$ cat config.mk
export PLATFORM = sky130hd
export DESIGN_NAME = intr_status_mirror
export DESIGN_NICKNAME = d
export VERILOG_FILES = /design/src/rtl/ism_pkg.sv /design/src/rtl/ism_rst_sync.sv /design/src/rtl/ism_cfg_decode.sv /design/src/rtl/ism_chan.sv /design/src/rtl/ism_cfg_rdmux.sv /design/src/rtl/intr_status_mirror.sv
export SDC_FILE = /design/constraint.sdc
export NUM_CORES = 1
export LEC_CHECK = 0
export BUFFER_PORTS_ARGS = -buffer_cell sky130_fd_sc_hd__buf_2
export CORE_MARGIN = 8
export CORE_UTILIZATION = 41
export DETAILED_ROUTE_END_ITERATION = 8
export PLACE_DENSITY = 0.85
export SLEW_MARGIN = 20
export SYNTH_ARGS = -nofsm -noshare
export SYNTH_HDL_FRONTEND = slang
export SYNTH_HIERARCHICAL = 1
export SYNTH_SLANG_ARGS = --single-unit
$ cat constraint.sdc
create_clock -name clk -period 1.8 [get_ports clk]
set_clock_uncertainty 0.2 [all_clocks]
set_input_delay 0.18 -clock clk [delete_from_list [all_inputs] [get_ports clk]]
set_output_delay 0.18 -clock clk [all_outputs]
set_load 0.1 [all_outputs]
$ cat src/rtl/ism_pkg.sv
`timescale 1ns/1ps
package ism_pkg;
  localparam int NUM_CH        = 2;

  // Byte offsets inside the configuration space
  localparam int OFF_PROGIF    = 'h09;
  localparam int OFF_INTPIN    = 'h3D;
  localparam int OFF_LEG0      = 'h50;
  localparam int OFF_CTRL      = 'h51;
  localparam int OFF_LEG1      = 'h57;
  localparam int OFF_MODE      = 'h71;

  // Bit positions within those bytes
  localparam int LEG0_BIT      = 2;
  localparam int LEG1_BIT      = 4;
  localparam int MODE_PEND_LSB = 2;
  localparam int MODE_BLK_LSB  = 4;
  localparam int CTRL_EN0_BIT  = 2;
  localparam int CTRL_EN1_BIT  = 3;

  localparam logic [7:0] PROGIF_VAL = 8'h8F;
  localparam logic [7:0] INTPIN_VAL = 8'h01;

  function automatic int leg_off(input int ch);
    return (ch == 0) ? OFF_LEG0 : OFF_LEG1;
  endfunction

  function automatic int leg_bit(input int ch);
    return (ch == 0) ? LEG0_BIT : LEG1_BIT;
  endfunction
endpackage

$ cat src/rtl/ism_rst_sync.sv
`timescale 1ns/1ps
module ism_rst_sync #(
  parameter int STAGES = 2
) (
  input  logic clk,
  input  logic arst_n,
  output logic srst_n
);
  logic [STAGES-1:0] sh_q;
  logic [STAGES-1:0] sh_d;

  always_comb sh_d = {sh_q[STAGES-2:0], 1'b1};

  always_ff @(posedge clk or negedge arst_n) begin
    if (!arst_n) sh_q <= '0;
    else         sh_q <= sh_d;
  end

  assign srst_n = sh_q[STAGES-1];
endmodule

$ cat src/rtl/ism_cfg_decode.sv
`timescale 1ns/1ps
module ism_cfg_decode #(
  parameter int CW  = 6,
  parameter int DW  = 32,
  parameter int NCH = 2
) (
  input  logic [CW-1:0]   cfg_word,
  input  logic            cfg_wr,
  input  logic [DW/8-1:0] cfg_be,
  input  logic [DW-1:0]   cfg_wdata,
  output logic [NCH-1:0]  touch_leg,
  output logic [NCH-1:0]  clr_leg,
  output logic            touch_mode,
  output logic [NCH-1:0]  clr_mode
);
  import ism_pkg::*;
  localparam int LANES     = DW / 8;
  localparam int MODE_LANE = OFF_MODE % LANES;
  localparam logic [CW-1:0] MODE_WORD = CW'(OFF_MODE / LANES);

  assign touch_mode = cfg_wr && (cfg_word == MODE_WORD) && cfg_be[MODE_LANE];

  for (genvar c = 0; c < NCH; c++) begin : g_lane
    localparam int LOFF  = leg_off(c);
    localparam int LLANE = LOFF % LANES;
    localparam logic [CW-1:0] LWORD = CW'(LOFF / LANES);
    assign touch_leg[c] = cfg_wr && (cfg_word == LWORD) && cfg_be[LLANE];
    assign clr_leg[c]   = touch_leg[c] && cfg_wdata[LLANE*8 + leg_bit(c)];
    assign clr_mode[c]  = touch_mode && cfg_wdata[MODE_LANE*8 + MODE_PEND_LSB + c];
  end
endmodule

$ cat src/rtl/ism_chan.sv
`timescale 1ns/1ps
module ism_chan (
  input  logic clk,
  input  logic rst_n,
  input  logic lvl,
  input  logic touch_leg,
  input  logic clr_leg,
  input  logic touch_mode,
  input  logic clr_mode,
  output logic lvl_seen,
  output logic pend_mode,
  output logic pend_leg
);
  logic lvl_q, mode_q, leg_q;
  logic mode_d, leg_d, upd;
  logic rise, fall, mode_w, leg_w;

  always_comb begin
    rise   = lvl & ~lvl_q;
    fall   = ~lvl & lvl_q;
    // write-one-to-clear on each location
    mode_w = mode_q & ~clr_mode;
    leg_w  = leg_q & ~clr_leg;
    // mirror once after the write, from the location that was touched
    mode_d = touch_leg  ? leg_w  : mode_w;
    leg_d  = touch_mode ? mode_w : leg_w;
    // a level edge in the same cycle takes priority
    if (rise) begin
      mode_d = 1'b1;
      leg_d  = 1'b1;
    end else if (fall) begin
      mode_d = 1'b0;
      leg_d  = 1'b0;
    end
    upd = rise | fall | touch_leg | touch_mode;
  end

  always_ff @(posedge clk or negedge rst_n) begin
    if (!rst_n) begin
      lvl_q  <= 1'b0;
      mode_q <= 1'b0;
      leg_q  <= 1'b0;
    end else begin
      lvl_q <= lvl;
      if (upd) begin
        mode_q <= mode_d;
        leg_q  <= leg_d;
      end
    end
  end

  assign lvl_seen  = lvl_q;
  assign pend_mode = mode_q;
  assign pend_leg  = leg_q;
endmodule

$ cat src/rtl/ism_cfg_rdmux.sv
`timescale 1ns/1ps
module ism_cfg_rdmux #(
  parameter int CW  = 6,
  parameter int DW  = 32,
  parameter int NCH = 2
) (
  input  logic [CW-1:0]  cfg_word,
  input  logic [NCH-1:0] pend_mode,
  input  logic [NCH-1:0] pend_leg,
  input  logic [NCH-1:0] blk,
  input  logic           strap,
  output logic [DW-1:0]  cfg_rdata
);
  import ism_pkg::*;
  localparam int LANES = DW / 8;

  function automatic logic [7:0] byte_at(input int off, input logic [NCH-1:0] pm,
                                         input logic [NCH-1:0] pl, input logic [NCH-1:0] bk,
                                         input logic st);
    logic [7:0] v;
    v = '0;
    if (off == OFF_PROGIF) v = PROGIF_VAL;
    else if (off == OFF_INTPIN) v = INTPIN_VAL;
    else if (off == OFF_CTRL) begin
      v[CTRL_EN0_BIT] = 1'b1;
      v[CTRL_EN1_BIT] = st;
    end else if (off == OFF_MODE) begin
      for (int c = 0; c < NCH; c++) begin
        v[MODE_PEND_LSB + c] = pm[c];
        v[MODE_BLK_LSB + c]  = bk[c];
      end
    end else begin
      for (int c = 0; c < NCH; c++)
        if (off == leg_off(c)) v[leg_bit(c)] = pl[c];
    end
    return v;
  endfunction

  always_comb begin
    cfg_rdata = '0;
    for (int l = 0; l < LANES; l++)
      cfg_rdata[l*8 +: 8] = byte_at(int'(cfg_word) * LANES + l, pend_mode, pend_leg, blk, strap);
  end
endmodule

$ cat src/rtl/intr_status_mirror.sv
`timescale 1ns/1ps
module intr_status_mirror #(
  parameter int CW         = 6,
  parameter int DW         = 32,
  parameter int RST_STAGES = 2
) (
  input  logic          clk,
  input  logic          rst_n,
  input  logic [1:0]    ch_irq_lvl,
  input  logic          sec_en_strap,
  input  logic          blk_wr,
  input  logic [1:0]    blk_wdata,
  input  logic [CW-1:0] cfg_word,
  input  logic          cfg_wr,
  input  logic [DW/8-1:0] cfg_be,
  input  logic [DW-1:0] cfg_wdata,
  output logic [DW-1:0] cfg_rdata,
  output logic          irq_out
);
  localparam int NCH = ism_pkg::NUM_CH;

  logic           rst_sync_n;
  logic [NCH-1:0] touch_leg, clr_leg, clr_mode;
  logic           touch_mode;
  logic [NCH-1:0] lvl_q, pend_mode, pend_leg;
  logic [NCH-1:0] blk_q, blk_d;

  ism_rst_sync #(.STAGES(RST_STAGES)) u_rst (
    .clk(clk), .arst_n(rst_n), .srst_n(rst_sync_n)
  );

  ism_cfg_decode #(.CW(CW), .DW(DW), .NCH(NCH)) u_dec (
    .cfg_word(cfg_word), .cfg_wr(cfg_wr), .cfg_be(cfg_be), .cfg_wdata(cfg_wdata),
    .touch_leg(touch_leg), .clr_leg(clr_leg), .touch_mode(touch_mode), .clr_mode(clr_mode)
  );

  for (genvar c = 0; c < NCH; c++) begin : g_ch
    ism_chan u_chan (
      .clk(clk), .rst_n(rst_sync_n), .lvl(ch_irq_lvl[c]),
      .touch_leg(touch_leg[c]), .clr_leg(clr_leg[c]),
      .touch_mode(touch_mode), .clr_mode(clr_mode[c]),
      .lvl_seen(lvl_q[c]), .pend_mode(pend_mode[c]), .pend_leg(pend_leg[c])
    );
  end

  // block bits: loaded only from the dedicated port
  always_comb blk_d = blk_wr ? blk_wdata : blk_q;

  always_ff @(posedge clk or negedge rst_sync_n) begin
    if (!rst_sync_n) blk_q <= '0;
    else             blk_q <= blk_d;
  end

  assign irq_out = |(pend_mode & ~blk_q);

  ism_cfg_rdmux #(.CW(CW), .DW(DW), .NCH(NCH)) u_rd (
    .cfg_word(cfg_word), .pend_mode(pend_mode), .pend_leg(pend_leg),
    .blk(blk_q), .strap(sec_en_strap), .cfg_rdata(cfg_rdata)
  );
endmodule

==> flow_metrics.env, run 1 <==
export IMPL_startpoint_type="register"
export IMPL_grt_total_usage=0.116
export IMPL_clkPwrFrac=0.205
export IMPL_arrival_ps=1330
export IMPL_p_int_w=0.000498
export IMPL_wl_um=2510
export IMPL_worstPathMaxFanout=5
export IMPL_fin_crit_ps=1710
export IMPL_synth_top_area_frac=0.253
export IMPL_slowest_stage="buf_2"
export IMPL_worstRegToRegCells=3
export IMPL_h_tree_depth=1
export IMPL_worstSetupPathType="reg2out"
export IMPL_synth_xor_area_frac=0
export IMPL_io_pins=84
export IMPL_synthArstFlopShare=1.00
export IMPL_die_area_um2=4230
export IMPL_die_h_um=65.1
export IMPL_start_util=0.438
export IMPL_antenna_found_initial=0
export IMPL_critPathMaxStageDelay_ps=440
export IMPL_cts_resized=0
export IMPL_cp_top_family="buffers and inverters"
export IMPL_wl_per_cell_um=14.1
export IMPL_overflow=0
export IMPL_clock_sinks=10
export IMPL_vias=857
export IMPL_n_antenna_cell=0
export IMPL_synth_area_leaders="dfrtp_1, buf_4, ha_1"
export IMPL_drv_cap=0
export IMPL_fin_hold_ws_ps=45.1
export IMPL_ir_worst_vdd_mv=0.617
export IMPL_pre_cts_ws_ps=-26.2
export IMPL_routed_via_density=4.81
export IMPL_grt_max_degree=9
export IMPL_hold_viol_final=0
export IMPL_finalCritPeriodShare=0.950
export IMPL_status="complete, no violations"
export IMPL_hold_class="in2async"
export IMPL_fin_util=0.619
export IMPL_setup_violations=0
export IMPL_yosys_area_share_adder=0.0507
export IMPL_synth_area_um2=987
export IMPL_insertion_delay_ps=260
export IMPL_path_buf_inv=2
export IMPL_cp_depth=3
export IMPL_yosysUniqueCellTypes=31
export IMPL_firstDrtPassIters=4
export IMPL_final_max_slew_viol_count=0
export IMPL_synth_compound_area_share=0.0570
export IMPL_leakagePower_nw=0.661
export IMPL_gp_congestion=0.841
export IMPL_cts_tree="done"
export IMPL_cts_buffers_inserted=3
export IMPL_die_w_um=65.1
export IMPL_grt_pass1_wl_um=4110
export IMPL_cellPowerDensity_nw_per_um2=680
export IMPL_yosys_area_top_type="dfrtp_1"
export IMPL_cts_root_buf="clkbuf_4"
export IMPL_port_buffers=31
export IMPL_synthFlopType="dfrtp_1"
export IMPL_rows=17
export IMPL_final_common_cell="conb_1"
export IMPL_seqPwrFrac=0.299
export IMPL_clock_path_buffers=2
export IMPL_ys_seq_elements=10
export IMPL_nFillCells=215
export IMPL_fmax_mhz=585
export IMPL_synth_edf_count=0
export IMPL_combPwrFrac=0.496
export IMPL_ant_nets=0
export IMPL_fin_ws_ps=89.6
export IMPL_power_total_w=0.000948
export IMPL_clk_pin_slew_ps=60
export IMPL_area_delta_synth_final_pct=41.3
export IMPL_dp_hpwl_um=2160
export IMPL_synth_area_per_cell_um2=9.40
export IMPL_final_cell_mix="conb_1, buf_2, inv_1"
export IMPL_synth_area_mux_share=0.0330
export IMPL_core_area_um2=2250
export IMPL_setup_tns_ps=0
export IMPL_syn_inst=105
export IMPL_synth_top_family_by_area="simple AND/OR/NAND/NOR gates"
export IMPL_seq_area_frac_synth=0.253
export IMPL_fin_nets=206
export IMPL_crit_required_ps=1420
export IMPL_grt_pass1_vias=909
export IMPL_crit_chain="inv_1 > o22ai_2 > buf_2"
export IMPL_switching_share=0.475
export IMPL_end_kind="output pin"
export IMPL_rsz0062_at_grt="no"
export IMPL_drive_above_1_share=0.380
export IMPL_p_switching_w=0.000451
export IMPL_yosys_area_share_simple=0.355
export IMPL_first_iter_violations=37
export IMPL_drc=0
export IMPL_ys_warnings_count=6
==> worst reg2reg max path: stages (launching register included) <==
cell and delay [ps]:
dfrtp_1 380, ha_1 300, or3b_2 470, a41oi_1 230
==> flip-flops by register name, summed over array words and instances (netlist names) <==
signal	flops
blk_q	2
g_ch.u_chan/lvl_seen	2
g_ch.u_chan/pend_leg	2
g_ch.u_chan/pend_mode	2
u_rst/sh_q	2
==> path summary, 6_finish.rpt <==
kind,startpoint,end,slack [ps]
min in group clk,u_rst/sh_q[0],u_rst/sh_q[1],160
worst max register to register,g_ch[1].u_chan/lvl_seen,g_ch[1].u_chan/pend_leg,130
max in group asynchronous,u_rst/sh_q[1],g_ch[0].u_chan/pend_mode,670
worst min register to register,u_rst/sh_q[0],u_rst/sh_q[1],160
worst max-delay path,g_ch[0].u_chan/pend_mode,irq_out,90
worst min-delay path,rst_n,u_rst/sh_q[1],50
==> power by group through the flow <==
stage / sequential (W) / clock [W] / combinational (W)
2_1_floorplan: 0.000281 / 0 / 0.000420
3_3_place_gp: 0.000287 / 0 / 0.000440
3_5_place_dp: 0.000292 / 0 / 0.000448
4_1_cts: 0.000284 / 0.000203 / 0.000469
5_1_grt: 0.000289 / 0.000210 / 0.000493
6_report: 0.000283 / 0.000194 / 0.000470
==> Yosys cell counts, types with 2 or more instances <==
cell type / n
buf_4: 24
inv_1: 13
dfrtp_1: 10
a41oi_1: 4
ha_1: 4
nand4bb_1: 4
nor2_1: 4
nor4b_1: 4
or4b_1: 4
or4bb_1: 4
nor3_1: 3
and3_1: 2
conb_1: 2
mux2_2: 2
nand4b_1: 2
nor3_2: 2
o21ai_1: 2
or3b_2: 2
==> cell families after synthesis <==
| family | count (synthesis) |
|---|---|
| AOI/OAI and AO/OA | 8 |
| adders and majority gates | 4 |
| buffers and inverters | 38 |
| DFF | 10 |
| muxes | 3 |
| other | 2 |
| and+or+nand+nor | 40 |
==> final cells by class <==
class	instances	area, um^2	area share
flip-flops and latches	10	250	0.179
repair buffers	44	408	0.292
clock buffers	4	36.3	0.0260
inverters	13	52.6	0.0377
multi-input cells	79	613	0.439
well taps	28	35.0	0.0251
==> routing by layer <==
metal,part of all wire,vias to the layer above,global-route usage,wire [um]
met5,0,-,0,0
met4,0.015,0,0.0490,38
met3,0.12,4,0.0378,294
met2,0.45,43,0.185,1130
met1,0.42,394,0.141,1050
li1,-,416,-,-
==> metrics by stage <==
stage          instances  area [um^2]
3_5_place_dp         166         1280
4_1_cts              178         1400
5_1_grt              178         1400
3_3_place_gp         166         1280
6_report             178         1400
2_1_floorplan        127         1120
==> timing repair <==
item | CTS | global route
hold endpoints to repair | 14 | 0
hold buffers | 8 | 0
setup buffers | 0 | 0
Note: power is estimated with default switching activity, not from simulation.
==> run 2, diff against run 1 <==
- CORE_UTILIZATION: 41 -> 39
- CTS_BUF_LIST: unset -> sky130_fd_sc_hd__clkbuf_4
- PLACE_DENSITY: 0.85 -> 0.82
- REMOVE_ABC_BUFFERS: unset -> 1
- clock period: 1.8 -> 1.9 ns (I/O delays scaled with it)
==> flow_metrics.env, run 2 (synthesized netlist as in run 1, its figures left out) <==
export IMPL_die_h_um=66.3
export IMPL_hold_viol_final=0
export IMPL_dp_hpwl_um=2230
export IMPL_grt_total_usage=0.122
export IMPL_clock_path_buffers=2
export IMPL_drv_cap=0
export IMPL_antenna_found_initial=0
export IMPL_crit_required_ps=1510
export IMPL_p_int_w=0.000423
export IMPL_clk_pin_slew_ps=60
export IMPL_met3_usage=0.0627
export IMPL_switching_share=0.500
export IMPL_fin_ws_ps=95.2
export IMPL_fmax_mhz=554
export IMPL_cts_tree="done"
export IMPL_status="complete, no violations"
export IMPL_vias=865
export IMPL_gr_usage_met2=0.199
export IMPL_firstDrtPassIters=4
export IMPL_die_area_um2=4400
export IMPL_rsz0062_at_grt="no"
export IMPL_stdcell_count=178
export IMPL_combPwrFrac=0.517
export IMPL_routed_via_density=4.86
export IMPL_worstSetupPathType="in2out"
export IMPL_ant_nets=0
export IMPL_setup_tns_ps=0
export IMPL_end_kind="output pin"
export IMPL_ir_worst_vdd_mv=0.517
export IMPL_io_pins=84
export IMPL_seqPwrFrac=0.316
export IMPL_rrSetupSlack_ps=200
export IMPL_fin_util=0.549
export IMPL_final_cell_mix="conb_1, buf_2, inv_1"
export IMPL_h_tree_depth=1
export IMPL_first_iter_violations=42
export IMPL_grt_max_degree=12
export IMPL_worstRegToRegCells=3
export IMPL_n_antenna_cell=0
export IMPL_p_switching_w=0.000423
export IMPL_wl_per_cell_um=14.5
export IMPL_cts_buffers_inserted=3
export IMPL_grt_pass1_vias=935
export IMPL_final_common_cell="conb_1"
export IMPL_setup_violations=0
export IMPL_start_util=0.406
export IMPL_pre_cts_ws_ps=41.8
export IMPL_timing_rr_start="g_ch[1].u_chan/lvl_seen"
export IMPL_cts_root_buf="clkbuf_4"
export IMPL_cellPowerDensity_nw_per_um2=633
export IMPL_worstPathMaxFanout=5
export IMPL_drc=0
export IMPL_die_w_um=66.3
export IMPL_fin_crit_ps=1800
export IMPL_arrival_ps=1410
export IMPL_r2r_end="g_ch[1].u_chan/pend_leg"
export IMPL_leakagePower_nw=0.644
export IMPL_rows=18
export IMPL_busiest_layer="met2"
export IMPL_clkPwrFrac=0.167
export IMPL_post_cts_buffers=0
export IMPL_finalCritPeriodShare=0.950
export IMPL_place_inst=166
export IMPL_fin_nets=204
export IMPL_insertion_delay_ps=260
export IMPL_drive_above_1_share=0.318
export IMPL_hold_class="in2async"
export IMPL_gp_congestion=0.780
export IMPL_area_delta_synth_final_pct=35.2
export IMPL_port_buffers=31
export IMPL_fin_hold_ws_ps=40.4
export IMPL_clock_sinks=10
export IMPL_wl_um=2580
export IMPL_final_max_slew_viol_count=0
export IMPL_core_area_um2=2430
export IMPL_overflow=0
export IMPL_grt_use_met1=0.128
export IMPL_startpoint_type="primary input"
export IMPL_grt_pass1_wl_um=4200
-- run 2: what timing repair did --
action | 4_1_cts | 5_1_grt
hold buffers | 8 | 0
gates resized for setup | 0 | 0
hold endpoints to repair | 14 | 0
-- run 2: per-layer routing --
metal,up-vias,part of all wire,routed length (um)
met3,4,0.17,438
met5,-,0,0
met2,55,0.43,1110
li1,414,-,-
met4,0,0.012,31
met1,392,0.38,991
-- run 2: area by class of cell --
cell class / count / area (um^2)
clock buffers: 3 / 22.5
clock inverters: 1 / 3.75
fillers: 219 / 1100
inverters: 13 / 48.8
multi-input cells: 79 / 579
flip-flops and latches: 10 / 250
well taps: 30 / 37.5
repair buffers: 42 / 393
-- run 2: through the flow --
stage / total power [W] / cell area, um^2
after global placement: 0.000674 / 1230
after detailed placement: 0.000690 / 1230
after global routing: 0.000897 / 1340
after CTS: 0.000850 / 1340
after floorplan: 0.000609 / 878
final: 0.000846 / 1340
-- run 2: how the worst max path moves through the flow --
| stage | from | slack [ps] | cells past startpoint | end |
|---|---|---|---|---|
| floorplan | cfg_word[1] | -1360 | 3 | cfg_rdata[2] |
| global placement | cfg_word[1] | 120 | 6 | cfg_rdata[2] |
| detailed placement | cfg_word[3] | 40 | 5 | g_ch[1].u_chan/pend_mode |
| CTS | cfg_word[3] | 110 | 5 | cfg_rdata[10] |
| global route | cfg_word[1] | 9 | 6 | cfg_rdata[2] |
| finish | cfg_word[1] | 100 | 6 | cfg_rdata[2] |
-- run 2: worst max-delay path, cell delays in order --
cell	delay (ps)
buf_2	120
nand4bb_1	250
or2_1	290
nor3b_1	240
buf_4	160
buf_12	160
-- run 2: power by group through the flow --
stage               Combinational, W  Sequential (W)  Clock, W
floorplan                   0.000344        0.000265         0
global placement            0.000404        0.000271         0
detailed placement          0.000416        0.000275         0
CTS                         0.000435        0.000267  0.000147
global route                0.000458        0.000272  0.000167
finish                      0.000437        0.000267  0.000141
==> run 3, diff against run 2 <==
- CORE_ASPECT_RATIO: unset -> 0.9
- CTS_CLUSTER_DIAMETER: unset -> 60
==> flow_metrics.env, run 3 (synthesized netlist as in run 1, its figures left out) <==
export IMPL_crit_chain="buf_2 > nand4bb_1 > or2_1 > nor3b_1 > buf_4 > buf_12"
export IMPL_dpl_cell_area_um2=1230
export IMPL_rows=17
export IMPL_vias=861
export IMPL_post_cts_buffers=0
export IMPL_setup_violations=0
export IMPL_grt_total_usage=0.118
export IMPL_gp_congestion=0.814
export IMPL_wl_per_cell_um=15.5
export IMPL_cellPowerDensity_nw_per_um2=642
export IMPL_clock_sinks=10
export IMPL_n_antenna_cell=0
export IMPL_firstDrtPassIters=4
export IMPL_drv_cap=0
export IMPL_status="complete, no violations"
export IMPL_io_pins=84
export IMPL_cts_buffers_inserted=3
export IMPL_fin_nets=203
export IMPL_overflow=0
export IMPL_critPathMaxStageDelay_ps=300
export IMPL_nFillCells=234
export IMPL_hold_class="in2reg"
export IMPL_clk_pin_slew_ps=60
export IMPL_power_total_w=0.000849
export IMPL_fmax_mhz=549
export IMPL_final_cell_mix="conb_1, buf_2, inv_1"
export IMPL_wl_um=2710
export IMPL_die_h_um=63.7
export IMPL_slowest_stage="or2_1"
export IMPL_fin_crit_ps=1820
export IMPL_rsz0062_at_grt="no"
export IMPL_routed_via_density=4.92
export IMPL_first_iter_violations=10
export IMPL_ant_nets=0
export IMPL_final_max_slew_viol_count=0
export IMPL_die_area_um2=4400
export IMPL_final_common_cell="conb_1"
export IMPL_end_kind="output pin"
export IMPL_grt_pass1_wl_um=4460
export IMPL_stdcell_area_um2=1320
export IMPL_arrival_ps=1430
export IMPL_port_buffers=31
export IMPL_ir_worst_vdd_mv=0.588
export IMPL_h_tree_depth=1
export IMPL_crit_required_ps=1510
export IMPL_die_w_um=69.0
export IMPL_finalCritPeriodShare=0.959
export IMPL_drive_above_1_share=0.320
export IMPL_startpoint_type="primary input"
export IMPL_insertion_delay_ps=260
export IMPL_core_area_um2=2420
export IMPL_grt_max_degree=9
export IMPL_grt_pass1_vias=998
export IMPL_clock_path_buffers=2
export IMPL_cts_tree="done"
export IMPL_worstPathMaxFanout=5
export IMPL_hold_viol_final=0
export IMPL_dp_hpwl_um=2260
export IMPL_start_util=0.407
export IMPL_area_delta_synth_final_pct=34.0
export IMPL_antenna_found_initial=0
export IMPL_worstSetupPathType="in2out"
export IMPL_leakagePower_nw=0.640
export IMPL_drc=0
export IMPL_cts_root_buf="clkbuf_4"
export IMPL_fin_util=0.545
-- run 3: cell types whose count changed in the layout (fill, tap and decap cells not counted) --
cell,previous run,this run
dlygate4sd3_1,8,7
-- run 3: stage by stage --
step           TNS [ps]  hold WS, ps  instances  setup WS [ps]
6_report              0         15.6        175           78.8
5_1_grt               0         11.1        175           60.3
4_1_cts               0         3.42        175            120
3_5_place_dp          0         -219        164           6.37
3_3_place_gp          0         -223        164           72.1
2_1_floorplan     -5190         -306        102          -1360
-- run 3: timing repair --
item,4_1_cts,5_1_grt
setup endpoints to repair,0,0
gates resized for setup,0,0
hold buffers,7,0
hold endpoints to repair,14,0
-- run 3: cell type report --
type	instances	area (um^2)	area share
clock inverters	1	3.75	0.00284
flip-flops and latches	10	250	0.189
multi-input cells	79	579	0.438
inverters	13	48.8	0.0369
repair buffers	41	383	0.289
clock buffers	3	22.5	0.0170
well taps	28	35.0	0.0265
-- run 3: final timing paths --
path / cells past startpoint / start / slack, ps / end
worst max-delay path: 6 / cfg_word[1] / 80 / cfg_rdata[2]
worst min-delay path: 2 / blk_wr / 20 / blk_q[1]
worst max register to register: 3 / g_ch[0].u_chan/lvl_seen / 200 / g_ch[0].u_chan/pend_leg
worst min register to register: 0 / u_rst/sh_q[0] / 160 / u_rst/sh_q[1]
max in group asynchronous: 1 / u_rst/sh_q[1] / 730 / g_ch[1].u_chan/lvl_seen
min in group asynchronous: 2 / rst_n / 40 / u_rst/sh_q[0]
-- run 3: power by group --
| part | total, W | internal [W] | switching (W) |
|---|---|---|---|
| registers | 0.000269 | 0.000241 | 0.0000283 |
| logic | 0.000433 | 0.000105 | 0.000328 |
| clock network | 0.000147 | 0.0000757 | 0.0000716 |
-- run 3: critical path: cells and delay by family --
family,cells,cell delay [ps]
buffers and inverters,3,430
and+or+nand+nor,3,800
-- run 3: routing by layer --
metal,track usage,vias to the layer above,routed length (um)
li1,-,410,-
met1,0.119,402,1060
met2,0.209,47,1320
met3,0.0602,2,304
met4,0.0332,0,26
met5,0,-,0
